$ cat config.mk
export PLATFORM = sky130hd
export DESIGN_NAME = if_gate_counter
export DESIGN_NICKNAME = d
export VERILOG_FILES = /design/src/rtl/ifc_pkg.sv /design/src/rtl/ifc_pulse_sync.sv /design/src/rtl/ifc_gate_seq.sv /design/src/rtl/ifc_sat_counter.sv /design/src/rtl/ifc_do_select.sv /design/src/rtl/if_gate_counter.sv
export SDC_FILE = /design/constraint.sdc
export NUM_CORES = 1
export LEC_CHECK = 0
export ABC_AREA = 1
export ABC_CLOCK_PERIOD_IN_PS = 3740
export CELL_PAD_IN_SITES_DETAIL_PLACEMENT = 1
export CELL_PAD_IN_SITES_GLOBAL_PLACEMENT = 1
export CORE_MARGIN = 1.5
export CORE_UTILIZATION = 44
export CTS_BUF_LIST = sky130_fd_sc_hd__clkbuf_16
export DETAILED_ROUTE_END_ITERATION = 10
export GPL_ROUTABILITY_DRIVEN = 0
export PLACE_DENSITY = 0.88
export SLEW_MARGIN = 20
export SYNTH_ARGS = -nofsm -noshare
export SYNTH_HDL_FRONTEND = slang
export SYNTH_SLANG_ARGS = --single-unit
$ cat constraint.sdc
create_clock -name clk -period 3.74 [get_ports clk]
set_clock_uncertainty 0.05 [all_clocks]
set_input_delay 1.122 -clock clk [delete_from_list [all_inputs] [get_ports clk]]
set_output_delay 1.122 -clock clk [all_outputs]
set_load 0.005 [all_outputs]
$ cat src/rtl/ifc_pkg.sv
package ifc_pkg;

  typedef enum logic [1:0] {
    ST_IDLE   = 2'd0,
    ST_SETTLE = 2'd1,
    ST_GATE   = 2'd2,
    ST_HELD   = 2'd3
  } seq_state_e;

  typedef enum logic [2:0] {
    DO_OFF0    = 3'd0,
    DO_UNLOCK  = 3'd1,
    DO_END     = 3'd2,
    DO_OFF3    = 3'd3,
    DO_OFF4    = 3'd4,
    DO_SD      = 3'd5,
    DO_STEREO  = 3'd6,
    DO_OFF7    = 3'd7
  } do_mode_e;

  // Gate length in clock cycles for a select value
  function automatic int gate_cycles(input int sel, input int per_ms);
    return (4 << sel) * per_ms;
  endfunction

  // Settle wait: 3.5 ms
  function automatic int settle_cycles(input int per_ms);
    return (7 * per_ms) / 2;
  endfunction

endpackage

$ cat src/rtl/ifc_pulse_sync.sv
module ifc_pulse_sync #(
  parameter int STAGES = 2
) (
  input  logic clk,
  input  logic rst_n,
  input  logic pulse_i,
  output logic rise_o
);

  localparam int LAST = STAGES - 1;

  logic [STAGES-1:0] chain_q;
  logic              prev_q;

  generate
    for (genvar s = 0; s < STAGES; s++) begin : g_stage
      if (s == 0) begin : g_first
        always_ff @(posedge clk or negedge rst_n) begin
          if (!rst_n) chain_q[0] <= 1'b0;
          else        chain_q[0] <= pulse_i;
        end
      end else begin : g_next
        always_ff @(posedge clk or negedge rst_n) begin
          if (!rst_n) chain_q[s] <= 1'b0;
          else        chain_q[s] <= chain_q[s-1];
        end
      end
    end
  endgenerate

  always_ff @(posedge clk or negedge rst_n) begin
    if (!rst_n) prev_q <= 1'b0;
    else        prev_q <= chain_q[LAST];
  end

  assign rise_o = chain_q[LAST] & ~prev_q;

endmodule

$ cat src/rtl/ifc_gate_seq.sv
module ifc_gate_seq
  import ifc_pkg::*;
#(
  parameter int CLK_PER_MS = 1000,
  parameter int SEL_W      = 2
) (
  input  logic             clk,
  input  logic             rst_n,
  input  logic             start_en,
  input  logic [SEL_W-1:0] gate_sel,
  output logic             clear_o,
  output logic             count_en_o,
  output logic             done_o
);

  localparam int N_GATES  = 1 << SEL_W;
  localparam int SETTLE   = settle_cycles(CLK_PER_MS);
  localparam int GATE_MAX = gate_cycles(N_GATES - 1, CLK_PER_MS);
  localparam int TMR_W    = $clog2(GATE_MAX + SETTLE + 1);
  localparam logic [TMR_W-1:0] SETTLE_LD = TMR_W'(SETTLE - 1);

  logic [TMR_W-1:0] gate_len [N_GATES];

  generate
    for (genvar g = 0; g < N_GATES; g++) begin : g_len
      assign gate_len[g] = TMR_W'(gate_cycles(g, CLK_PER_MS) - 1);
    end
  endgenerate

  seq_state_e       state_q, state_d;
  logic [TMR_W-1:0] timer_q, timer_d;
  logic [SEL_W-1:0] sel_q,   sel_d;
  logic             start_q;
  logic             rise;
  logic             tmr_en;
  logic             sel_en;

  assign rise = start_en & ~start_q;

  always_comb begin
    state_d = state_q;
    timer_d = timer_q;
    sel_d   = sel_q;
    if (!start_en) begin
      state_d = ST_IDLE;
      timer_d = '0;
    end else begin
      unique case (state_q)
        ST_IDLE: begin
          if (rise) begin
            state_d = ST_SETTLE;
            timer_d = SETTLE_LD;
            sel_d   = gate_sel;
          end
        end
        ST_SETTLE: begin
          if (timer_q == '0) begin
            state_d = ST_GATE;
            timer_d = gate_len[sel_q];
          end else begin
            timer_d = timer_q - 1'b1;
          end
        end
        ST_GATE: begin
          if (timer_q == '0) state_d = ST_HELD;
          else               timer_d = timer_q - 1'b1;
        end
        default: ;
      endcase
    end
  end

  assign tmr_en = (timer_d != timer_q);
  assign sel_en = rise;

  always_ff @(posedge clk or negedge rst_n) begin
    if (!rst_n) begin
      state_q <= ST_IDLE;
      start_q <= 1'b0;
    end else begin
      state_q <= state_d;
      start_q <= start_en;
    end
  end

  always_ff @(posedge clk or negedge rst_n) begin
    if (!rst_n)      timer_q <= '0;
    else if (tmr_en) timer_q <= timer_d;
  end

  always_ff @(posedge clk or negedge rst_n) begin
    if (!rst_n)      sel_q <= '0;
    else if (sel_en) sel_q <= sel_d;
  end

  assign clear_o    = ~start_en | rise;
  assign count_en_o = (state_q == ST_GATE);
  assign done_o     = (state_q == ST_HELD);

endmodule

$ cat src/rtl/ifc_sat_counter.sv
module ifc_sat_counter #(
  parameter int W = 20
) (
  input  logic         clk,
  input  logic         rst_n,
  input  logic         clear_i,
  input  logic         window_i,
  input  logic         inc_i,
  output logic [W-1:0] count_o
);

  localparam logic [W-1:0] FULL = '1;

  logic [W-1:0] cnt_q, cnt_d;
  logic         full;
  logic         cnt_en;

  assign full = (cnt_q == FULL);

  always_comb begin
    cnt_d  = cnt_q;
    cnt_en = 1'b0;
    if (clear_i) begin
      cnt_d  = '0;
      cnt_en = 1'b1;
    end else if (window_i && inc_i && !full) begin
      cnt_d  = cnt_q + 1'b1;
      cnt_en = 1'b1;
    end
  end

  always_ff @(posedge clk or negedge rst_n) begin
    if (!rst_n)      cnt_q <= '0;
    else if (cnt_en) cnt_q <= cnt_d;
  end

  assign count_o = cnt_q;

endmodule

$ cat src/rtl/ifc_do_select.sv
module ifc_do_select
  import ifc_pkg::*;
(
  input  logic       clk,
  input  logic       rst_n,
  input  logic [2:0] mode_i,
  input  logic       unlock_i,
  input  logic       done_i,
  input  logic       sd_i,
  input  logic       stereo_i,
  input  logic       bus_i,
  output logic       pull_o
);

  logic pull_q, pull_d;
  logic src;

  always_comb begin
    unique case (do_mode_e'(mode_i))
      DO_UNLOCK: src = unlock_i;
      DO_END:    src = done_i;
      DO_SD:     src = sd_i;
      DO_STEREO: src = stereo_i;
      default:   src = 1'b0;
    endcase
    pull_d = src & ~bus_i;
  end

  always_ff @(posedge clk or negedge rst_n) begin
    if (!rst_n) pull_q <= 1'b0;
    else        pull_q <= pull_d;
  end

  assign pull_o = pull_q;

endmodule

$ cat src/rtl/if_gate_counter.sv
module if_gate_counter
  import ifc_pkg::*;
#(
  parameter int CNT_W       = 20,
  parameter int CLK_PER_MS  = 1000,
  parameter int SYNC_STAGES = 2
) (
  input  logic             clk,
  input  logic             rst_n,
  input  logic             start_en,
  input  logic [1:0]       gate_sel,
  input  logic [2:0]       do_sel,
  input  logic             pll_unlocked,
  input  logic             stereo_on,
  input  logic             sd_on,
  input  logic             bus_active,
  input  logic             if_pulse,
  output logic [CNT_W-1:0] if_count,
  output logic             count_done,
  output logic             do_pull_low
);

  logic edge_seen;
  logic clear;
  logic window;
  logic done;

  ifc_pulse_sync #(.STAGES(SYNC_STAGES)) u_sync (
    .clk     (clk),
    .rst_n   (rst_n),
    .pulse_i (if_pulse),
    .rise_o  (edge_seen)
  );

  ifc_gate_seq #(.CLK_PER_MS(CLK_PER_MS), .SEL_W(2)) u_seq (
    .clk        (clk),
    .rst_n      (rst_n),
    .start_en   (start_en),
    .gate_sel   (gate_sel),
    .clear_o    (clear),
    .count_en_o (window),
    .done_o     (done)
  );

  ifc_sat_counter #(.W(CNT_W)) u_cnt (
    .clk      (clk),
    .rst_n    (rst_n),
    .clear_i  (clear),
    .window_i (window),
    .inc_i    (edge_seen),
    .count_o  (if_count)
  );

  ifc_do_select u_do (
    .clk      (clk),
    .rst_n    (rst_n),
    .mode_i   (do_sel),
    .unlock_i (pll_unlocked),
    .done_i   (done),
    .sd_i     (sd_on),
    .stereo_i (stereo_on),
    .bus_i    (bus_active),
    .pull_o   (do_pull_low)
  );

  assign count_done = done;

endmodule

**Word level (Yosys, flattened, before mapping)**

Cells that the tools add are included.

- Add/sub/neg operators: 2
- Order comparisons: 1
- Equal/unequal tests: 13
- Muxes and demuxes: 18
- Bitwise operators: 9
- Reduce and logical (&&, ||, !) cells: 9

Operators with widths:

| kind | number |
|---|---|
| $mux W16 | 6 |
| $pmux W16 S3 | 1 |
| $mux W20 | 2 |
| $bmux W16 S2 | 1 |
| $add A20 B1 Y20 const B | 1 |
| $eq A20 B20 Y1 const B | 1 |
| $logic_not A16 Y1 | 1 |
| $ne A16 B16 Y1 | 1 |
| $sub A16 B1 Y16 const B | 1 |
| $mux W2 | 4 |
| $eq A3 B3 Y1 const B | 2 |
| $ne A3 B2 Y1 const B | 2 |
| $pmux W2 S3 | 1 |
| $eq A2 B2 Y1 const B | 2 |
| $ne A4 B1 Y1 const B | 1 |
| $not A1 Y1 | 4 |
| $pmux W1 S4 | 1 |
| $reduce_and A4 Y1 | 1 |
| $and A1 B1 Y1 | 3 |
| $eq A3 B1 Y1 const B | 1 |
| $eq A3 B2 Y1 const B | 1 |
| $ge A3 B3 Y1 const B | 1 |
| $ne A3 B3 Y1 const B | 1 |
| $not A2 Y3 | 1 |
| 9 further kinds | 11 |

- Bits in registers: 45
- Bits of input ports: 13
- Output and inout port bits: 22

**Logic depth before layout (Yosys ltp)**

- Word-level depth: 8
- Depth in mapped cells: 11
- Gate-level depth less buffers: 11

**Modules after synthesis**

From an unflattened synthesis, not the netlist that was laid out.

- Cells, all modules: 476
- Area total of the unflattened synthesis: 3314.4 µm²

By module, submodules not included:

| module | instances | cells an instance | area each (µm²) | seq. area each (µm²) |
|---|---|---|---|---|
| ifc_gate_seq | 1 | 263 | 1819.2 | 525.5 |
| ifc_sat_counter | 1 | 193 | 1301.2 | 500.5 |
| ifc_do_select | 1 | 15 | 108.9 | 25.0 |
| ifc_pulse_sync | 1 | 5 | 85.1 | 75.1 |

**Worst setup path after synthesis**

OpenSTA, ideal clock, no wires.

- Kind: input to register
- Start: in start_en
- End: reg u_seq.timer_q[8]
- Data arrival time: 1.841 ns
- Data required time: 3.577 ns
- Path slack: 1.736 ns
- Stages: 8
- Path through: inv_1 > nor2_1 > nand2_1 > nand2_2 > a21oi_1 > nand3_1 > nand2_1 > inv_1

- Longest elaborated chain between the ends: 5

RTL lines:

| item | RTL line | source |
|---|---|---|
| start: declaration | if_gate_counter.sv:10 | `input logic start_en,` |
| $and A1 B1 Y1 | ifc_gate_seq.sv:38 | `assign rise = start_en & ~start_q;` |
| $mux W16 | ifc_gate_seq.sv:50 | `if (rise) begin` |
| $pmux W16 S3 | ifc_gate_seq.sv:48 | `unique case (state_q)` |
| $mux W16 * | ifc_gate_seq.sv:44 | `if (!start_en) begin` |
| $ne A16 B16 Y1 | ifc_gate_seq.sv:73 | `assign tmr_en = (timer_d != timer_q);` |
| end signal: assignment | ifc_gate_seq.sv:88 | `else if (tmr_en) timer_q <= timer_d;` |
| end: declaration | ifc_gate_seq.sv:31 | `logic [TMR_W-1:0] timer_q, timer_d;` |

Every way passes the cells marked *; elsewhere a longest branch is shown, timed or not.
A chain may end at the register's enable or synchronous reset.

**Worst setup path in the final report**

- Start: reg u_seq.state_q[1]
- End: out count_done

- Longest elaborated chain between the ends: 1

RTL lines:

| item | RTL line | source |
|---|---|---|
| start: declaration | ifc_gate_seq.sv:30 | `seq_state_e state_q, state_d;` |
| start signal: assignment | ifc_gate_seq.sv:81 | `state_q <= state_d;` |
| $eq A2 B2 Y1 | ifc_gate_seq.sv:98 | `assign done_o = (state_q == ST_HELD);` |
| end: declaration | if_gate_counter.sv:19 | `output logic count_done,` |

No other way between the ends.

==> impl_metrics.py <==
metrics = {
    "clock_network": {
        "clock-root-buffer": "clkbuf_16",
        "cts_buffer_depth": 2,
        "clock_sinks": 45,
        "clkLatencyLatePin_ps": 290,
        "cts_hold_buf": 0,
        "cts_tree": "done",
        "clk_pin_slew_worst_paths_ps": 60,
        "cts_setup_buffers": 0,
        "htree_levels": 2,
        "post_cts_resized": 0,
        "cts_buffers": 5,
    },
    "finish": {
        "final_nets": 523,
        "drive_gt1_frac": 0.0898,
        "diodes": 0,
        "syn_to_final_growth_pct": 18.6,
    },
    "min_path": {
        "hold_start": "u_sync.chain_q[0]",
        "worstHoldPathCells": 0,
        "whs_endpoint": "u_sync.chain_q[1]",
        "hp-class": "flip-flop to flip-flop",
    },
    "worst_setup_path": {
        "critical_path_required_ps": 2570,
        "slowest_delay_ps": 530,
        "crit_path_start_kind": "flip-flop",
        "setup.worst_path.end_class": "primary output",
        "critPathKind": "flip-flop to primary output",
        "worst-path-max-fanout": 13,
        "rr_worst_depth": 10,
        "arrival_ps": 1590,
        "cp_slowest_cell": "clkdlybuf4s50_1",
        "r2r_start": "u_cnt.count_o[0]",
        "r2r_slack_ps": 1500,
        "rr_endpoint": "u_cnt.count_o[7]",
        "crit_chain": "ha_1 > buf_4 > clkdlybuf4s50_1",
    },
    "pwr": {
        "vdd_ir_drop_max_mv": 0.333,
        "power_leakage_nw": 1.77,
        "power-per-cell-area_nw_per_um2": 660,
    },
    "sta": {
        "max_slew.worst_pin.slew_ps": 603,
        "setup_violations": 0,
        "setup_tns_ps": 0,
        "rsz0062_at_grt": "no",
        "slew_headroom": 0.598,
        "drv_slew": 0,
        "fin_hold_ws_ps": 310,
        "finalCritPeriodShare": 0.738,
        "hold_violations": 0,
        "fin_crit_ps": 2760,
        "clock.fmax_ghz": 0.362,
    },
    "global_routing": {
        "grt_overflow": 0,
        "first_global_vias": 3422,
        "track_usage": 0.279,
        "grt_max_degree": 46,
        "grt_pass1_wl_mm": 16.7,
        "grt_antenna_before_repair": 0,
    },
    "routing": {
        "final_antenna_net_count": 0,
        "remaining_drc_errors": 0,
        "vias": 3371,
        "wl_per_cell_microns": 17.3,
        "via_per_inst": 5.65,
        "dr.pass1.iters": 5,
        "drt-initial-drc-count": 178,
        "wirelength_mm": 10.3,
    },
    "logic_synthesis": {
        "ys_top_cells_by_area": "dfrtp_1 35%, nand2_1 15%, nor2_1 8.0%, inv_1 5.4%, nand3_1 5.0%",
        "async_reset_ff_frac": 1.00,
        "ys_ff_latch": 45,
        "synthTopCellsByCount": "128 x nand2_1, 68 x nor2_1, 46 x inv_1",
        "syn-num-nets": 486,
        "synth_top_cell_by_area": "dfrtp_1",
        "yosysUniqueCellTypes": 36,
        "syn_inst": 463,
        "ys.flop_type": "dfrtp_1",
        "netlist.area_leader.share": 0.353,
        "synth.cell_area_sq_um": 3190,
        "seq_area_frac_synth": 0.353,
        "synth_most_common_cell": "nand2_1",
        "synth_area_per_cell_sq_um": 6.89,
        "ys_warn_count": 0,
        "synth-edff-count": 0,
    },
    "placement": {
        "portBuffers": 34,
        "dp_hpwl_mm": 7.52,
    },
    "floorplanning": {
        "start_util": 0.462,
        "die_w_microns": 88.1,
        "pin_count": 35,
        "fp.dieArea_sq_um": 7770,
        "std_cell_rows": 30,
        "core-area_sq_um": 6910,
        "die_y_microns": 88.1,
    },
    "run_status": {
        "outcome": "finished, final reports clean",
    },
    "flow_run": {
        "drv_cap": 0,
    },
}
==> per-stage QoR <==
step           power (W)  cells  cell area [sq um]   util  setup slack [ps]
3_5_place_dp     0.00200    589               3630  0.526               834
2_1_floorplan    0.00163    463               3190      -              1740
5_1_grt          0.00269    597               3780  0.548               910
4_1_cts          0.00248    597               3780  0.547               963
3_3_place_gp     0.00194    589               3630  0.526               957
6_report         0.00250    597               3780  0.548               978
==> final cells by class <==
| cell class | instances | area [sq um] |
|---|---|---|
| clock buffer | 5 | 125 |
| fill | 932 | 3120 |
| clock inverter | 3 | 22.5 |
| inverter | 48 | 180 |
| sequential | 45 | 1130 |
| multi-input combinational | 361 | 1830 |
| timing repair buffer | 39 | 375 |
| tap | 96 | 120 |
==> report_power, final <==
part	switching, W	internal, W
combinational	0.000911	0.000432
clock	0.000199	0.000249
sequential	0.000130	0.000577
==> critical path, delay by kind of cell (launching register included) <==
| family | cells | cell delay, ps |
|---|---|---|
| buffers and inverters | 2 | 730 |
| DFF | 1 | 400 |
| adders and majority gates | 1 | 160 |
==> flip-flops by register name, indices dropped and copies added, names as in the netlist <==
register	flops
u_sync.chain_q	2
u_seq.sel_q	2
u_do.pull_o	1
u_seq.timer_q	16
u_sync.prev_q	1
u_seq.start_q	1
u_seq.state_q	2
u_cnt.count_o	20
==> worst max-delay path by stage <==
stage / from / endpoint / slack (ps) / cells past startpoint
CTS: u_seq.state_q[1] / count_done / 960 / 3
detailed placement: start_en / u_seq.timer_q[11] / 830 / 9
global placement: start_en / u_seq.timer_q[11] / 960 / 9
finish: u_seq.state_q[1] / count_done / 980 / 3
floorplan: start_en / u_seq.timer_q[8] / 1740 / 8
global route: u_seq.state_q[0] / count_done / 910 / 3
==> logic make-up (layout without fill, tap and decap cells) <==
logic type	Yosys count	after routing	synth area share
xor+xnor	12	12	0.0330
compound gates	69	69	0.124
buf+inv	57	95	0.0718
fa+ha+maj	10	10	0.0392
simple gates	270	270	0.379
flops	45	45	0.353
==> placed cells by master (no fill, tap or decap), drive strengths merged <==
cell and n:
nand2 134, nor2 77, inv 47, dfrtp 45, nand3 35, clkdlybuf4s50 33
o21ai 32, a21oi 28, nand4 14, ha 10, xor2 9, buf 6
clkbuf 5, a31oi 4, nand3b 4, clkinv 4, xnor2 3, nor3 3
or2 2, a21o 1, nor3b 1, o211ai 1, a32oi 1, o221ai 1
o22ai 1
==> per-layer routing <==
layer	GRT usage	vias to the layer above	wire [microns]
met5	0	-	0
met4	0.0781	0	108
met3	0.0424	13	590
met2	0.454	106	4900
met1	0.385	1668	4710
li1	-	1584	-
Power figures use the tool's default switching activity.
